`src/rtl/bfw_pkg.sv`:
```
package bfw_pkg;

    typedef logic [47:0] mac_t;

    typedef enum logic [0:0] {
        TOP_LOOKUP = 1'b0,
        TOP_LEARN  = 1'b1
    } tbl_op_e;

    typedef struct packed {
        mac_t dst;
        mac_t src;
        logic port;
        logic fcs_ok;
    } frame_t;

    typedef struct packed {
        logic    valid;
        tbl_op_e op;
        mac_t    mac;
        logic    port;
    } tbl_req_t;

    typedef struct packed {
        logic valid;
        logic hit;
        logic port;
        logic full;
    } tbl_rsp_t;

    typedef enum logic [2:0] {
        ST_IDLE,
        ST_SRC_REQ,
        ST_SRC_RSP,
        ST_LEARN,
        ST_DST_REQ,
        ST_DST_RSP
    } ctrl_state_e;

    function automatic logic mac_is_group(mac_t m);
        return m[40];
    endfunction

endpackage

```
`src/rtl/addr_table.sv`:
```
module addr_table
    import bfw_pkg::*;
#(
    parameter int TBL_DEPTH = 8
) (
    input  logic     clk,
    input  logic     rst,
    input  tbl_req_t req,
    output tbl_rsp_t rsp
);
    localparam int IW = (TBL_DEPTH > 1) ? $clog2(TBL_DEPTH) : 1;
    localparam int CW = $clog2(TBL_DEPTH + 1);

    logic [TBL_DEPTH-1:0] ent_vld;
    mac_t                 ent_mac  [TBL_DEPTH];
    logic [TBL_DEPTH-1:0] ent_port;
    logic [CW-1:0]        used_cnt;

    logic [TBL_DEPTH-1:0] match;
    logic                 hit;
    logic                 hit_port;
    logic [IW-1:0]        hit_idx;
    logic                 is_full;

    for (genvar g = 0; g < TBL_DEPTH; g++) begin : g_cmp
        assign match[g] = ent_vld[g] && (ent_mac[g] == req.mac);
    end

    always_comb begin
        hit_port = 1'b0;
        hit_idx  = '0;
        for (int i = TBL_DEPTH - 1; i >= 0; i--) begin
            if (match[i]) begin
                hit_port = ent_port[i];
                hit_idx  = IW'(i);
            end
        end
    end

    assign hit     = |match;
    assign is_full = (used_cnt == CW'(TBL_DEPTH));

    always_ff @(posedge clk) begin
        if (rst) begin
            ent_vld  <= '0;
            ent_port <= '0;
            used_cnt <= '0;
            rsp      <= '0;
        end else begin
            rsp.valid <= req.valid && (req.op == TOP_LOOKUP);
            rsp.hit   <= hit;
            rsp.port  <= hit_port;
            rsp.full  <= is_full;
            if (req.valid && (req.op == TOP_LEARN)) begin
                if (hit) begin
                    ent_port[hit_idx] <= req.port;
                end else if (!is_full) begin
                    ent_vld[used_cnt[IW-1:0]]  <= 1'b1;
                    ent_mac[used_cnt[IW-1:0]]  <= req.mac;
                    ent_port[used_cnt[IW-1:0]] <= req.port;
                    used_cnt                   <= used_cnt + 1'b1;
                end
            end
        end
    end

    initial begin
        assert_depth_limit_R10: assert (TBL_DEPTH >= 1 && TBL_DEPTH <= 8192);
    end

    assert_count_bound_R10: assert property (@(posedge clk) disable iff (rst)
        used_cnt <= CW'(TBL_DEPTH));

    assert_insert_grows_R7: assert property (@(posedge clk) disable iff (rst)
        (req.valid && req.op == TOP_LEARN && !hit && !is_full)
        |=> used_cnt == $past(used_cnt) + 1'b1);

    assert_full_no_insert_R10: assert property (@(posedge clk) disable iff (rst)
        (req.valid && req.op == TOP_LEARN && is_full) |=> $stable(used_cnt));

    assert_onehot_match_R7: assert property (@(posedge clk) disable iff (rst)
        $onehot0(match));

endmodule

```
`src/rtl/fwd_decide.sv`:
```
module fwd_decide
    import bfw_pkg::*;
(
    input  frame_t fr,
    input  logic   dst_hit,
    input  logic   dst_port,
    output logic   fwd,
    output logic   egress
);
    logic grp;
    logic same_seg;

    always_comb begin
        grp      = mac_is_group(fr.dst);
        same_seg = dst_hit && (dst_port == fr.port);
        egress   = ~fr.port;
        fwd      = fr.fcs_ok && (grp || !same_seg);
    end

endmodule

```
`src/rtl/bfw_ctrl.sv`:
```
module bfw_ctrl
    import bfw_pkg::*;
(
    input  logic     clk,
    input  logic     rst,
    input  logic     frm_valid,
    output logic     frm_ready,
    input  frame_t   frm_in,
    output frame_t   fr_q,
    output tbl_req_t tbl_req,
    input  tbl_rsp_t tbl_rsp,
    input  logic     fwd_in,
    input  logic     egress_in,
    output logic     dec_valid,
    output logic     dec_fwd,
    output logic     dec_port
);
    ctrl_state_e st;
    logic        learn_need;

    assign frm_ready = (st == ST_IDLE);

    always_comb begin
        learn_need = 1'b0;
        if (fr_q.fcs_ok && !mac_is_group(fr_q.src)) begin
            learn_need = tbl_rsp.hit ? (tbl_rsp.port != fr_q.port) : !tbl_rsp.full;
        end
    end

    always_comb begin
        tbl_req = '0;
        case (st)
            ST_SRC_REQ: begin
                tbl_req.valid = 1'b1;
                tbl_req.op    = TOP_LOOKUP;
                tbl_req.mac   = fr_q.src;
            end
            ST_LEARN: begin
                tbl_req.valid = 1'b1;
                tbl_req.op    = TOP_LEARN;
                tbl_req.mac   = fr_q.src;
                tbl_req.port  = fr_q.port;
            end
            ST_DST_REQ: begin
                tbl_req.valid = 1'b1;
                tbl_req.op    = TOP_LOOKUP;
                tbl_req.mac   = fr_q.dst;
            end
            default: tbl_req = '0;
        endcase
    end

    always_ff @(posedge clk) begin
        if (rst) begin
            st        <= ST_IDLE;
            fr_q      <= '0;
            dec_valid <= 1'b0;
            dec_fwd   <= 1'b0;
            dec_port  <= 1'b0;
        end else begin
            dec_valid <= 1'b0;
            case (st)
                ST_IDLE: if (frm_valid) begin
                    fr_q <= frm_in;
                    st   <= ST_SRC_REQ;
                end
                ST_SRC_REQ: st <= ST_SRC_RSP;
                ST_SRC_RSP: st <= learn_need ? ST_LEARN : ST_DST_REQ;
                ST_LEARN:   st <= ST_DST_REQ;
                ST_DST_REQ: st <= ST_DST_RSP;
                ST_DST_RSP: begin
                    dec_valid <= 1'b1;
                    dec_fwd   <= fwd_in;
                    dec_port  <= egress_in;
                    st        <= ST_IDLE;
                end
                default: st <= ST_IDLE;
            endcase
        end
    end

    assert_accept_busy_R1: assert property (@(posedge clk) disable iff (rst)
        (frm_valid && frm_ready) |=> !frm_ready);

    assert_single_pulse_R1: assert property (@(posedge clk) disable iff (rst)
        dec_valid |=> !dec_valid);

    assert_learn_gated_R2: assert property (@(posedge clk) disable iff (rst)
        (tbl_req.valid && tbl_req.op == TOP_LEARN) |-> fr_q.fcs_ok);

    assert_no_group_learn_R8: assert property (@(posedge clk) disable iff (rst)
        (tbl_req.valid && tbl_req.op == TOP_LEARN) |-> !mac_is_group(fr_q.src));

    assert_bad_fcs_drop_R2: assert property (@(posedge clk) disable iff (rst)
        (dec_valid && !fr_q.fcs_ok) |-> !dec_fwd);

endmodule

```
`src/rtl/bridge_fwd.sv`:
```
module bridge_fwd
    import bfw_pkg::*;
#(
    parameter int TBL_DEPTH = 8
) (
    input  logic        clk,
    input  logic        rst,
    input  logic        frm_valid,
    output logic        frm_ready,
    input  logic [47:0] frm_dst,
    input  logic [47:0] frm_src,
    input  logic        frm_port,
    input  logic        frm_fcs_ok,
    output logic        dec_valid,
    output logic        dec_fwd,
    output logic        dec_port
);
    frame_t   frm_in;
    frame_t   fr_q;
    tbl_req_t tbl_req;
    tbl_rsp_t tbl_rsp;
    logic     fwd_c;
    logic     egress_c;

    assign frm_in = '{dst: frm_dst, src: frm_src, port: frm_port, fcs_ok: frm_fcs_ok};

    bfw_ctrl u_ctrl (
        .clk       (clk),
        .rst       (rst),
        .frm_valid (frm_valid),
        .frm_ready (frm_ready),
        .frm_in    (frm_in),
        .fr_q      (fr_q),
        .tbl_req   (tbl_req),
        .tbl_rsp   (tbl_rsp),
        .fwd_in    (fwd_c),
        .egress_in (egress_c),
        .dec_valid (dec_valid),
        .dec_fwd   (dec_fwd),
        .dec_port  (dec_port)
    );

    addr_table #(.TBL_DEPTH(TBL_DEPTH)) u_table (
        .clk (clk),
        .rst (rst),
        .req (tbl_req),
        .rsp (tbl_rsp)
    );

    fwd_decide u_decide (
        .fr       (fr_q),
        .dst_hit  (tbl_rsp.hit),
        .dst_port (tbl_rsp.port),
        .fwd      (fwd_c),
        .egress   (egress_c)
    );

    assert_egress_opposite_R6: assert property (@(posedge clk) disable iff (rst)
        dec_valid |-> (dec_port != fr_q.port));

    assert_group_flood_R3: assert property (@(posedge clk) disable iff (rst)
        (dec_valid && fr_q.fcs_ok && mac_is_group(fr_q.dst)) |-> dec_fwd);

endmodule

```
`config.mk`:
```
export PLATFORM = sky130hd
export DESIGN_NAME = bridge_fwd
export DESIGN_NICKNAME = d
export VERILOG_FILES = /design/src/rtl/bfw_pkg.sv /design/src/rtl/addr_table.sv /design/src/rtl/fwd_decide.sv /design/src/rtl/bfw_ctrl.sv /design/src/rtl/bridge_fwd.sv
export SDC_FILE = /design/constraint.sdc
export NUM_CORES = 1
export LEC_CHECK = 0
export ABC_AREA = 1
export BUFFER_PORTS_ARGS = -buffer_cell sky130_fd_sc_hd__buf_2
export CORE_MARGIN = 2
export CORE_UTILIZATION = 55
export DETAILED_ROUTE_END_ITERATION = 8
export PLACE_DENSITY = 0.72
export RECOVER_POWER = 25
export SKIP_CTS_REPAIR_TIMING = 1
export SLEW_MARGIN = 30
export SYNTH_ARGS = -nofsm -noshare
export SYNTH_HDL_FRONTEND = slang
export SYNTH_SLANG_ARGS = --single-unit
```
`constraint.sdc`:
```
create_clock -name clk -period 5.31 [get_ports clk]
set_clock_uncertainty 0.05 [all_clocks]
set_input_delay 0.2655 -clock clk [delete_from_list [all_inputs] [get_ports clk]]
set_output_delay 0.2655 -clock clk [all_outputs]
set_load 0.02 [all_outputs]
```
==> impl_metrics.py <==
metrics = {
    "sta": {
        "hold_viol": 0,
        "finalSetupTns_ns": 0,
        "drv_slew": 89,
        "worstMarginPinSlew_ns": 3.71,
        "slew_headroom": -1.48,
        "period_share": 0.938,
        "clock.fmax_mhz": 201,
        "grt_setup_unrepaired": "no",
        "setup_viol": 0,
        "period_needed_ns": 4.98,
    },
    "clock_tree": {
        "htree_levels": 2,
        "cts.sinks": 511,
        "clock_latency_ns": 0.62,
        "cts_tree": "built",
        "cts.reportedPaths.clkPinSlew_ns": 0.06,
        "clockBufferDepth": 3,
        "root_buffer": "clkbuf_16",
        "cts-buffers-inserted": 52,
    },
    "power_and_ir_drop": {
        "power_frac_seq": 0.482,
        "power.leakage_nw": 10.8,
        "p_int_w": 0.00692,
        "switching_power_w": 0.00230,
        "power_frac_clock": 0.417,
        "pwr-share-comb": 0.102,
        "power.density_mw_per_mm2": 338,
        "swShare": 0.249,
        "vdd_drop_max_mv": 0.522,
    },
    "routing": {
        "via_per_inst": 5.79,
        "drt_wl_total_um": 72800,
        "drtIter0Drc": 2092,
        "post_drt_wl_per_cell_um": 22.4,
        "first_pass_iters": 6,
        "dr_total_vias": 18800,
        "drc": 0,
        "drtAntennaViolNets": 0,
    },
    "layout": {
        "n_fill_cell": 3301,
        "stdcell_count": 3245,
        "antenna_cells": 0,
        "seq_area_mm2": 0.0141,
        "multiInputGateArea_mm2": 0.00791,
        "nets": 2765,
        "drive_above_1_share": 0.113,
        "mostFrequentLayoutCells": "nand2_1 (639), edfxtp_1 (384), nand3_1 (252), nor2_1 (228), inv_1 (163)",
        "layout_commonest_cell": "nand2_1",
        "area_growth_pct": 18.0,
        "finish.utilization": 0.654,
    },
    "global_route": {
        "track_usage": 0.320,
        "grt_pass1_vias": 17400,
        "antenna_found_initial": 1,
        "grt_pass1_wl_um": 104000,
        "gr-total-overflow": 0,
        "grt_max_degree": 101,
    },
    "setup_path": {
        "cp.arrival_ns": 5.16,
        "crit_chain": "nor2_4 > nand3_1 > nand2_1 > clkbuf_1 > xor2_1 > nor2_1 > nand3_1 > nor2_1 > nand2_1 > nor2_2 > nand2_1 > nand2_1 > nor2_4 > nand2_4 > inv_4 > nand3_4 > inv_4 > nand2_2 > nor2_4 > buf_4",
        "r2r_slack_ns": 0.33,
        "end_kind": "register",
        "ff2ff_path_depth": 20,
        "r2r-end": "u_table.ent_mac[3][46]",
        "slowest_stage": "clkbuf_1",
        "cp-start-kind": "register",
        "cp_max_fo": 48,
        "max_stage_delay_ns": 0.98,
        "r2r-start": "u_ctrl.st[0]",
        "crit_type": "register to register",
        "required_ns": 5.49,
        "cpMostUsedCell": "nand2_1",
    },
    "die": {
        "ios": 105,
        "num_rows": 75,
        "die_x_um": 209,
        "die_h_um": 209,
        "dieArea_mm2": 0.0436,
        "initial_utilization": 0.554,
        "core_mm2": 0.0417,
    },
    "synth": {
        "synth-seq-cells": 511,
        "synthesis.area_mm2": 0.0231,
        "yosysSeqAreaShare": 0.610,
        "syn_inst": 2411,
        "synth_warnings": 0,
        "synth.distinct_cells": 41,
        "synth.avg_cell_area_um2": 9.57,
        "synth_fp_nets": 2514,
    },
    "placed_design": {
        "gp_congestion": 0.991,
        "dp_cells": 3036,
        "dp_hpwl_um": 49200,
        "io_buffers": 104,
    },
    "worst_hold_path": {
        "hold_path.startpoint": "frm_valid",
        "hold_end": "u_ctrl.fr_q[42]",
        "min_path_type": "primary input to register",
        "min_path_cells": 3,
    },
    "job": {
        "maxCapViolCount": 1,
    },
    "outcome": {
        "violations": "capacitance limit, slew limit",
        "status": "finished with violations",
    },
}
==> cells by family (layout without fill, tap and decap cells) <==
family          Yosys count  after routing  synth area share
flops                   511            511             0.610
fa+ha+maj                 2              2           0.00108
simple gates           1206           1206             0.224
buf+inv                 267            562            0.0473
xor+xnor                131            131            0.0497
compound gates          294            294            0.0681
==> cell usage after synthesis, drive strengths merged <==
cell | count | area share
nor3 | 17 | 0.0037
o22ai | 28 | 0.0079
nand2 | 661 | 0.11
o221ai | 1 | 0.00038
a211oi | 5 | 0.0016
dfxtp | 127 | 0.11
xor2 | 66 | 0.025
o21ai | 130 | 0.029
o2111ai | 1 | 0.00038
a22o | 2 | 0.00076
edfxtp | 384 | 0.50
xnor2 | 65 | 0.025
ha | 2 | 0.0011
a221oi | 1 | 0.00038
clkbuf | 43 | 0.0070
nor2 | 242 | 0.040
buf | 27 | 0.0081
nand3b | 18 | 0.0059
or2 | 10 | 0.0027
nand4 | 4 | 0.0011
o2bb2ai | 5 | 0.0019
o211ai | 1 | 0.00033
a21oi | 120 | 0.026
nand3 | 253 | 0.055
inv | 197 | 0.032
nor4 | 1 | 0.00027
==> metal layers <==
layer	up-vias	track usage	part of all wire
li1	8597	-	-
met4	0	0.157	0.052
met3	181	0.0508	0.092
met1	9010	0.436	0.39
met2	993	0.503	0.46
met5	-	0	0
==> power groups by stage <==
stage / clock (W) / sequential [W] / combinational, W
after floorplan: 0 / 0.00449 / 0.000556
after global placement: 0 / 0.00452 / 0.000822
after detailed placement: 0 / 0.00452 / 0.000838
after CTS: 0.00386 / 0.00444 / 0.000841
after global routing: 0.00401 / 0.00445 / 0.00101
final: 0.00384 / 0.00444 / 0.000936
==> state kept, by name, indices dropped and copies added, names as in the netlist, 3 cells and up <==
signal	flops
u_ctrl.fr_q	98
u_ctrl.st	3
u_table.ent_mac	384
u_table.ent_port	8
u_table.ent_vld	8
u_table.rsp	3
u_table.used_cnt	4
==> worst max-delay path by stage <==
stage                 startpoint                endpoint  slack (ns)  cells past startpoint
finish              u_ctrl.st[0]  u_table.ent_mac[3][46]        0.33                     20
global route        u_ctrl.st[2]   u_table.ent_mac[6][8]        0.09                     21
CTS                 u_ctrl.st[2]   u_table.ent_mac[3][7]        0.56                     18
detailed placement  u_ctrl.st[2]  u_table.ent_mac[3][26]        0.58                     18
global placement    u_ctrl.st[2]  u_table.ent_mac[3][42]        0.68                     18
floorplan           u_ctrl.st[2]   u_table.ent_mac[0][0]        0.40                     22
==> final cells by class <==
| type | count | share of cell area |
|---|---|---|
| repair buffers | 267 | 0.0747 |
| inverters | 197 | 0.0273 |
| clock inverters | 22 | 0.00845 |
| clock buffers | 76 | 0.0576 |
| flip-flops and latches | 511 | 0.517 |
| multi-input cells | 1633 | 0.290 |
| well taps | 539 | 0.0248 |
==> per-stage QoR <==
| stage | total power (W) | setup slack, ns | cell area [um2] | hold slack, ns |
|---|---|---|---|---|
| floorplan | 0.00505 | 0.401 | 23100 | 0.356 |
| global placement | 0.00534 | 0.678 | 24400 | 0.368 |
| detailed placement | 0.00536 | 0.578 | 24400 | 0.382 |
| CTS | 0.00914 | 0.557 | 26200 | -0.147 |
| global route | 0.00946 | 0.0875 | 27200 | 0.409 |
| finish | 0.00922 | 0.330 | 27200 | 0.384 |
==> critical path, delay by kind of cell, from the launching register on <==
| kind | cells | cell delay, ns |
|---|---|---|
| simple gates | 15 | 2.08 |
| flops | 1 | 0.38 |
| buf+inv | 4 | 1.78 |
| xor+xnor | 1 | 0.20 |
Power figures use the tool's default switching activity.
